File: src/rtl/guard_pkg.sv
package guard_pkg;
  localparam int unsigned ADDR_W  = 32;
  localparam int unsigned RELOC_W = 7;
  localparam int unsigned EN_W    = 2;
  localparam int unsigned MOE_W   = 3;
  localparam int unsigned MOE_LSB = 2;
  localparam int unsigned FSR_W   = 8;
  localparam int unsigned SEL_W   = 3;
  localparam int unsigned N_BRK   = 2;
  localparam int unsigned MON_BIT = ADDR_W - 1;

  typedef logic [ADDR_W-1:0] addr_t;

  typedef enum logic [SEL_W-1:0] {
    SEL_RELOC = 3'd0,
    SEL_CTRL  = 3'd1,
    SEL_BRK0  = 3'd2,
    SEL_BRK1  = 3'd3,
    SEL_BCTL  = 3'd4,
    SEL_DSTAT = 3'd5
  } cfg_sel_e;

  // Relocate addresses of the lowest window by the process ID bits.
  function automatic addr_t reloc_apply(input addr_t a, input logic [RELOC_W-1:0] pid);
    addr_t r;
    r = a;
    if (pid != '0 && a[ADDR_W-1 -: RELOC_W] == '0)
      r = a | {pid, {(ADDR_W-RELOC_W){1'b0}}};
    return r;
  endfunction

  // Direction filter of one breakpoint enable field.
  function automatic logic en_allows(input logic [EN_W-1:0] en, input logic is_store);
    logic ok;
    if (en == 2'd0)   ok = 1'b0;
    else if (is_store) ok = (en != 2'd3);
    else               ok = (en != 2'd1);
    return ok;
  endfunction

  function automatic logic word_eq(input addr_t a, input addr_t b);
    return a[ADDR_W-1:2] == b[ADDR_W-1:2];
  endfunction

  function automatic logic mask_eq(input addr_t a, input addr_t r0, input addr_t m);
    return ((a ^ r0) & ~m) == '0;
  endfunction
endpackage

File: src/rtl/guard_cfg_regs.sv
module guard_cfg_regs
  import guard_pkg::*;
#(
  parameter logic [MOE_W-1:0] MOE_CODE = 3'b010
) (
  input  logic               clk,
  input  logic               rst_n,
  input  logic               cfg_we,
  input  logic [SEL_W-1:0]   cfg_sel,
  input  addr_t              cfg_wdata,
  input  logic               hit_evt,
  output logic [RELOC_W-1:0] reloc_pid,
  output logic               align_en,
  output addr_t              brk0,
  output addr_t              brk1,
  output addr_t              bctl,
  output addr_t              dstat
);
  logic dstat_wr;
  assign dstat_wr = cfg_we && (cfg_sel_e'(cfg_sel) == SEL_DSTAT);

  always_ff @(posedge clk or negedge rst_n) begin
    if (!rst_n) begin
      reloc_pid <= '0;
      align_en  <= 1'b0;
      brk0      <= '0;
      brk1      <= '0;
      bctl      <= '0;
    end else if (cfg_we) begin
      case (cfg_sel_e'(cfg_sel))
        SEL_RELOC: reloc_pid <= cfg_wdata[ADDR_W-1 -: RELOC_W];
        SEL_CTRL:  align_en  <= cfg_wdata[0];
        SEL_BRK0:  brk0      <= cfg_wdata;
        SEL_BRK1:  brk1      <= cfg_wdata;
        SEL_BCTL:  bctl      <= cfg_wdata;
        default: ;
      endcase
    end
  end

  always_ff @(posedge clk or negedge rst_n) begin
    if (!rst_n)
      dstat <= '0;
    else if (dstat_wr)
      dstat <= cfg_wdata;
    else if (hit_evt)
      dstat[MOE_LSB +: MOE_W] <= MOE_CODE;
  end
endmodule

File: src/rtl/guard_reloc_align.sv
module guard_reloc_align
  import guard_pkg::*;
(
  input  logic               acc_valid,
  input  addr_t              addr_in,
  input  logic [RELOC_W-1:0] reloc_pid,
  input  logic               align_en,
  output addr_t              addr_rel,
  output logic               align_flt
);
  assign addr_rel  = reloc_apply(addr_in, reloc_pid);
  assign align_flt = acc_valid && align_en && (addr_rel[1:0] != 2'b00);
endmodule

File: src/rtl/guard_brk_match.sv
module guard_brk_match
  import guard_pkg::*;
#(
  parameter int unsigned MASK_BIT = 8
) (
  input  logic  acc_valid,
  input  addr_t addr,
  input  logic  is_store,
  input  addr_t brk0,
  input  addr_t brk1,
  input  addr_t bctl,
  input  logic  suppress,
  output logic  hit0,
  output logic  hit1,
  output logic  hit_any
);
  logic          mask_mode;
  logic          live;
  addr_t         brk_reg [N_BRK];
  logic [N_BRK-1:0] raw;

  assign mask_mode  = bctl[MASK_BIT];
  assign live       = acc_valid && !suppress;
  assign brk_reg[0] = brk0;
  assign brk_reg[1] = brk1;

  for (genvar k = 0; k < N_BRK; k++) begin : g_cmp
    logic           dir_ok;
    logic           addr_ok;
    assign dir_ok = en_allows(bctl[k*EN_W +: EN_W], is_store);
    if (k == 0) begin : g_first
      assign addr_ok = mask_mode ? mask_eq(addr, brk0, brk1) : word_eq(addr, brk_reg[k]);
    end else begin : g_other
      assign addr_ok = !mask_mode && word_eq(addr, brk_reg[k]);
    end
    assign raw[k] = live && dir_ok && addr_ok;
  end

  assign hit0    = raw[0];
  assign hit1    = raw[1];
  assign hit_any = |raw;
endmodule

File: src/rtl/dbrk_align_guard.sv
module dbrk_align_guard
  import guard_pkg::*;
#(
  parameter logic [FSR_W-1:0] FSR_ALIGN_CODE = 8'h01,
  parameter logic [MOE_W-1:0] MOE_DBRK       = 3'b010,
  parameter int unsigned      MASK_BIT       = 8
) (
  input  logic              clk,
  input  logic              rst_n,
  input  logic              acc_valid_i,
  input  logic [31:0]       acc_addr_i,
  input  logic              acc_store_i,
  input  logic              cfg_we_i,
  input  logic [2:0]        cfg_sel_i,
  input  logic [31:0]       cfg_wdata_i,
  output logic [31:0]       addr_o,
  output logic              addr_vld_o,
  output logic              abort_o,
  output logic [7:0]        fsr_o,
  output logic [31:0]       far_o,
  output logic              bp_hit_o,
  output logic [31:0]       dstat_o
);
  logic [RELOC_W-1:0] reloc_pid;
  logic               align_en;
  addr_t              brk0, brk1, bctl, dstat;
  addr_t              addr_rel;
  logic               chk_align_flt;
  logic               chk_hit0, chk_hit1, chk_any_hit;
  logic               chk_suppress;

  guard_cfg_regs #(.MOE_CODE(MOE_DBRK)) u_regs (
    .clk       (clk),
    .rst_n     (rst_n),
    .cfg_we    (cfg_we_i),
    .cfg_sel   (cfg_sel_i),
    .cfg_wdata (cfg_wdata_i),
    .hit_evt   (chk_any_hit),
    .reloc_pid (reloc_pid),
    .align_en  (align_en),
    .brk0      (brk0),
    .brk1      (brk1),
    .bctl      (bctl),
    .dstat     (dstat)
  );

  guard_reloc_align u_ra (
    .acc_valid (acc_valid_i),
    .addr_in   (acc_addr_i),
    .reloc_pid (reloc_pid),
    .align_en  (align_en),
    .addr_rel  (addr_rel),
    .align_flt (chk_align_flt)
  );

  assign chk_suppress = dstat[MON_BIT] || chk_align_flt;

  guard_brk_match #(.MASK_BIT(MASK_BIT)) u_bm (
    .acc_valid (acc_valid_i),
    .addr      (addr_rel),
    .is_store  (acc_store_i),
    .brk0      (brk0),
    .brk1      (brk1),
    .bctl      (bctl),
    .suppress  (chk_suppress),
    .hit0      (chk_hit0),
    .hit1      (chk_hit1),
    .hit_any   (chk_any_hit)
  );

  always_ff @(posedge clk or negedge rst_n) begin
    if (!rst_n) begin
      addr_o     <= '0;
      addr_vld_o <= 1'b0;
      abort_o    <= 1'b0;
      bp_hit_o   <= 1'b0;
      fsr_o      <= '0;
      far_o      <= '0;
    end else begin
      addr_vld_o <= acc_valid_i;
      abort_o    <= chk_align_flt;
      bp_hit_o   <= chk_any_hit;
      if (acc_valid_i) addr_o <= addr_rel;
      if (chk_align_flt) begin
        fsr_o <= FSR_ALIGN_CODE;
        far_o <= addr_rel;
      end
    end
  end

  assign dstat_o = dstat;
endmodule

File: config.mk
export PLATFORM = sky130hd
export DESIGN_NAME = dbrk_align_guard
export DESIGN_NICKNAME = d
export VERILOG_FILES = /design/src/rtl/guard_pkg.sv /design/src/rtl/guard_cfg_regs.sv /design/src/rtl/guard_reloc_align.sv /design/src/rtl/guard_brk_match.sv /design/src/rtl/dbrk_align_guard.sv
export SDC_FILE = /design/constraint.sdc
export NUM_CORES = 1
export LEC_CHECK = 0
export ABC_AREA = 1
export BUFFER_PORTS_ARGS = -buffer_cell sky130_fd_sc_hd__buf_2
export CORE_AREA = 10 10 146 148
export CTS_CLUSTER_SIZE = 16
export DETAILED_ROUTE_END_ITERATION = 12
export DIE_AREA = 0 0 156 158
export GPL_TIMING_DRIVEN = 0
export HOLD_SLACK_MARGIN = 0.12
export MAX_ROUTING_LAYER = met4
export PLACE_DENSITY = 0.67
export SETUP_SLACK_MARGIN = 0.5
export SLEW_MARGIN = 15
export SYNTH_ARGS = -nofsm -noshare
export SYNTH_HDL_FRONTEND = slang
export SYNTH_SLANG_ARGS = --single-unit
File: constraint.sdc
create_clock -name clk -period 3.35 [get_ports clk]
set_clock_uncertainty 0.15 [all_clocks]
set_input_delay 0.335 -clock clk [delete_from_list [all_inputs] [get_ports clk]]
set_output_delay 0.335 -clock clk [all_outputs]
set_load 0.01 [all_outputs]
==> results.md, run 1 <==
- Drt first pass iters: 7
- Area share of the largest cell type after synthesis: 54.6%
- Max Fclk: 408 MHz
- WL/cell: roughly 17 um
- Worst slew pin tran: between 0.7 and 0.8 ns
- Worst-path clk slew: 0.07 ns
- Final GP Congestion: 0.893
- Yosys Warn Count: 0
- Initial antenna violation count: 4
- Number of port buffers: 171
- R2R depth: 14
- Via count: 7460
- Critical Path AT: between 2 and 3 ns
- Placed insts: 1417
- Starting DRT DRC Count: approximately 540
- Most frequent cells in the layout: nand2_1 (320), dfrtp_1 (177), buf_2 (173)
- Minimum clock period: between 2 and 2.5 ns
- Largest fanout on the critical path: 8
- Crit start category: input port
- Largest net degree at the start of global routing: 98
- Total Wirelength: 24.8 mm
- Peak supply drop: 387 uV
- Outcome: finished, final reports clean
- Clock latency on the worst-skew pair: between 0.4 and 0.5 ns
- H-tree levels: 4
- Pwr/cell area: a little over 600 mW/mm^2
- Die X: 156 um
- Critical path type: input port to flop
- Synth Register Bits: between 150 and 200
- Synth top area cells: dfrtp_1 (55%), nand2_1 (15%), o21ai_0 (10%)
- Antenna-violating nets left: 0
- Cts bufs inserted: 17
- DRC viols: 0
- Num rows: 50
- Post-Layout Cell Count: 1488
- # clock sinks: 177
- Total power: 6.33 mW
- Period utilisation layout: 73.2%
- Synth Area per Inst: 8.07 sq um
- Global-route wire length before repair: 38.9 mm
- Setup Viol. Count Final: 0
- CTS tree: yes
- Layout cells sized above 1: 18.8%
- Initial Utilization: 43.9%
- Clock root buffer: clkbuf_16
- Leakage: 5.48 nW
- Commonest non-fill, non-tap cell in the layout: nand2_1
- Worst hold path stage count: 4
- DR vias/cell: approximately 5
- Slew HR: 50.9%
- Leading area contributor after synthesis: dfrtp_1
- Register area share after synthesis: ~55%
- Vias in the first global route: between 7k and 8k
- Die area: 0.0246 sq mm
- Die Y: 158 um
- Max cap viols: 0
- Synth Instances: 1005
- Critical Path RT: 3.52 ns
- Final Hold Fails: 0
- Number of setup buffers added after CTS: 0
- Area Growth Syn to Fin: 26.9%
- Final slew viol count: 0
- Total grt overflow: 0
- Core area: between 0.015 and 0.02 sq mm
- Overall Global Routing Usage: 20.8%
- Crit. End Element: flop
- Syn Std Cell Area: 0.00811 sq mm
- RSZ-0062 raised after global routing: false
- Hold Crit Class: input port to flop
- I/O pin count: around 180
- Yosys cell types: 31
- Layout Nets: 1310
- Dpl hpwl: between 15 and 20 mm
- Max clock buf depth: 2
## power breakdown
group	switching, mW	internal, mW
logic	0.844	0.574
registers	0.310	2.57
clock network	0.837	1.20
## critical path, cell delays in order
cell and delay [ns]:
dlygate4sd3_1 0.53, buf_2 0.11, buf_2 0.20, inv_1 0.16, nor3_1 0.27, nand2_1 0.09
nor2_1 0.10, nand2_1 0.06, nor2_1 0.15, nand3_1 0.10, nor2_1 0.09, nand2_1 0.19
nand4_1 0.16, nand2_1 0.06
## metal layers
metal	share of wire, %	track usage, %	vias to the layer above
met2	46	31.6	254
met4	1.9	7.15	0
met3	7.5	4.42	35
li1	-	-	3637
met1	45	27.1	3534
met5	0	-	-
## cell usage after synthesis
library cell and number:
nand3_4 2, buf_2 3, or2_2 1, nand3_1 39, and2_1 1, nor2_8 1
conb_1 1, nand2_1 320, a31oi_1 6, o21ai_0 169, buf_4 7, o22ai_1 9
xnor2_1 2, and2_0 2, a21oi_1 5, nand4_1 6, nor3_1 3, nor2_2 1
xor2_1 10, nand3_2 4, clkbuf_1 30, clkinv_1 1, nand2_2 13, nand2_4 1
o2111ai_1 2, o211ai_1 1, nor2_1 45, dfrtp_1 177, nor4_1 1, inv_1 136
nand3b_1 6
## state kept, by name, summed over array words and instances (netlist names)
signal and flops:
addr_o 32, far_o 32, u_regs.brk0 32, u_regs.brk1 32, u_regs.dstat 32, u_regs.reloc_pid 7
u_regs.bctl 5, abort_o 1, addr_vld_o 1, bp_hit_o 1, fsr_o 1, u_regs.align_en 1
## logic make-up after synthesis
logic type	count (synthesis)	synth area share, %
flip-flops	177	54.6
other	1	0.0462
AO/OA/AOI/OAI	192	12.2
buffers and inverters	177	8.56
XOR/XNOR	12	1.30
AND/OR/NAND/NOR	446	23.3
## final timing paths
check | startpoint | end | slack, ns
worst max-delay path | acc_valid_i | u_regs.dstat[4] | 0.90
worst min-delay path | cfg_sel_i[1] | u_regs.align_en | 0.14
worst max register to register | u_regs.reloc_pid[4] | u_regs.dstat[4] | 1.24
worst min register to register | fsr_o[0] | fsr_o[0] | 0.32
max in group asynchronous | rst_n | addr_o[14] | 1.82
min in group asynchronous | rst_n | u_regs.dstat[25] | 0.37
## area by class of cell
class,instances,area [sq um]
antenna,4,10.0
buffer,40,180
clock buffer,19,443
clock inverter,12,159
fill,1727,8160
inverter,137,514
multi-input combinational,657,3010
sequential,177,4430
tap,234,293
timing repair buffer,208,1250
## metrics by stage
| stage | area, sq um | hold WS (ns) | setup TNS, ns | worst slack [ns] | util, % |
|---|---|---|---|---|---|
| CTS | 10300 | 0.123 | 0 | 0.926 | 55.7 |
| floorplan | 8130 | -0.111 | 0 | 1.56 | - |
| global route | 10300 | 0.129 | 0 | 0.714 | 55.8 |
| finish | 10300 | 0.136 | 0 | 0.897 | 55.8 |
| detailed placement | 9320 | 0.271 | 0 | 1.02 | 50.5 |
| global placement | 9280 | 0.300 | -184.17 | -1.06 | 50.3 |
## timing repair
action,CTS,global route
hold buffers,36,0
gates resized for setup,0,0
endpoints found under the hold margin,192,0
Power figures use the tool's default switching activity.
==> run 2, diff against run 1 <==
- clock period: 3.35 -> 2.3 ns (I/O delays scaled with it)
==> results.md, run 2 (synthesis gave the netlist of run 1 again) <==
- Outcome: finished, final reports clean
- CTS tree: yes
- Die area: 0.0246 sq mm
- Area Growth Syn to Fin: 34.9%
- Worst path cell trace: inv_2 > nand2_2 > nor2_4 > nand2_4 > nand3_4 > nand3_2 > nand3_2 > nand2_1 > nor2_1 > nand2_1 > nand2_2 > nand3_4 > nand4_1 > nand2_1
- Final slew viol count: 0
- WL/cell: 16.7 um
- DR vias/cell: 4.96
- Pwr/cell area: 858 mW/mm^2
- Vias in the first global route: 7611
- Antenna-violating nets left: 0
- Max clock buf depth: 2
- Crit start category: flop
- Number of port buffers: 171
- Critical path type: flop to flop
- Crit path max-delay cell type: dfrtp_1
- Worst slew pin tran: 0.751 ns
- Dpl hpwl: 19.1 mm
- Global-route wire length before repair: between 30 and 40 mm
- Commonest non-fill, non-tap cell in the layout: nand2_1
- Layout cells sized above 1: approximately 22%
- Buf/Inv on CP: 1
- Peak supply drop: about 570 uV
- Critical Path AT: 2.17 ns
- Drt first pass iters: 5
- Crit. End Element: flop
- Cts bufs inserted: 17
- # clock sinks: between 150 and 200
- Via count: 7641
- Clock root buffer: clkbuf_16
- Worst-path clk slew: 0.07 ns
- Largest fanout on the critical path: 7
- Total Wirelength: ~26 mm
- Starting DRT DRC Count: between 500 and 600
- Final Hold Fails: 0
- Worst Hold Path EP: u_regs.reloc_pid[1]
- Layout Nets: approximately 1.4k
- Initial Utilization: 43.9%
- Slew HR: between 40% and 50%
- Largest net degree at the start of global routing: 98
- Period utilisation layout: 86.9%
- Critical Path Most Common Cell: nand2_1
- Clock latency on the worst-skew pair: around 0.42 ns
- Max cap viols: 0
- RSZ-0062 raised after global routing: true
- Max Fclk: 501 MHz
- Post-Place Worst Slack: about 0.075 ns
- Hold Crit Class: input port to flop
- Final GP Congestion: 0.893
- Num rows: 50
- Minimum clock period: about 2 ns
- H-tree levels: 4
- Max stage delay on crit path: 0.41 ns
- CP top delay family: simple AND/OR/NAND/NOR gates
- Die Y: 158 um
- I/O pin count: 179
- Most frequent cells in the layout: nand2_1 (313), dfrtp_1 (176), buf_2 (172)
- Initial antenna violation count: 5
- HP Start: cfg_sel_i[2]
- PnR worst setup slack: 0.302 ns
- Critical Path RT: 2.47 ns
- DRC viols: 0
- Die X: 156 um
- R2R depth: 14
- Worst hold path stage count: 5
- Overall Global Routing Usage: 21.2%
- FF-to-FF Start: u_regs.reloc_pid[6]
- R2r endpoint: u_regs.dstat[4]
- R2R Setup Slk: 0.30 ns
- Core area: 0.0185 sq mm
- Total grt overflow: 0
- Leakage: around 5.8 nW
- Setup Viol. Count Final: 0
- Total power: between 9 and 10 mW
- Post-route core utilization: 59.3%
-- run 2: cell count changes in the layout (fill, tap and decap cells not counted), sizes merged --
cell         delta
dlygate4sd3    +35
buf            +16
diode           +2
-- run 2: worst min-delay path, cell delays in order --
cell and delay [ns]:
buf_2 0.13, nor2_4 0.05, nand2_1 0.13, nand2_1 0.06
o21ai_0 0.06
-- run 2: cell type report --
type	count	area, sq um
Antenna cell	6	15.0
Buffer	40	190
Clock buffer	19	443
Clock inverter	12	159
Fill cell	1641	7510
Inverter	137	514
Multi-Input combinational cell	657	3170
Sequential cell	177	4430
Tap cell	234	293
Timing Repair Buffer	259	1730
-- run 2: worst max-delay path by stage --
stage	from	end	cells past startpoint
2_1_floorplan	u_regs.reloc_pid[4]	u_regs.dstat[3]	14
3_3_place_gp	rst_n	far_o[20]	1
3_5_place_dp	acc_valid_i	u_regs.dstat[2]	13
4_1_cts	u_regs.brk0[14]	u_regs.dstat[4]	14
5_1_grt	u_regs.reloc_pid[5]	u_regs.dstat[4]	14
6_report	u_regs.reloc_pid[6]	u_regs.dstat[4]	14
-- run 2: what timing repair did --
item / in CTS / in global routing
gates resized for setup: 19 / 31
hold buffers: 72 / 0
setup buffers: 7 / 9
hold endpoints to repair: 261 / 0
endpoints found under the setup margin: 24 / 30
pin swaps: 4 / 23
-- run 2: layer usage --
| layer | vias to the layer above | GRT usage [%] | wire length (um) |
|---|---|---|---|
| met3 | 34 | 4.50 | 1660 |
| met5 | - | - | 0 |
| met4 | 0 | 8.09 | 546 |
| met1 | 3652 | 27.0 | 11500 |
| li1 | 3742 | - | - |
| met2 | 213 | 32.7 | 12100 |
-- run 2: through the flow --
step / instance area [sq um] / hold slack (ns) / cells / setup TNS [ns]
floorplan: 8130 / -0.216 / 1011 / 0
global placement: 9280 / 0.199 / 1416 / -351.43
detailed placement: 9320 / 0.166 / 1417 / 0
CTS: 10800 / 0.126 / 1527 / 0
global route: 10900 / 0.128 / 1540 / 0
finish: 10900 / 0.118 / 1541 / 0
-- run 2: where the power goes --
part / leakage (nW) / switching (mW) / internal, mW / total [mW]
Clock: 0.290 / 1.23 / 1.74 / 2.97
Combinational: 3.27 / 1.31 / 0.933 / 2.24
Sequential: 2.20 / 0.441 / 3.74 / 4.18
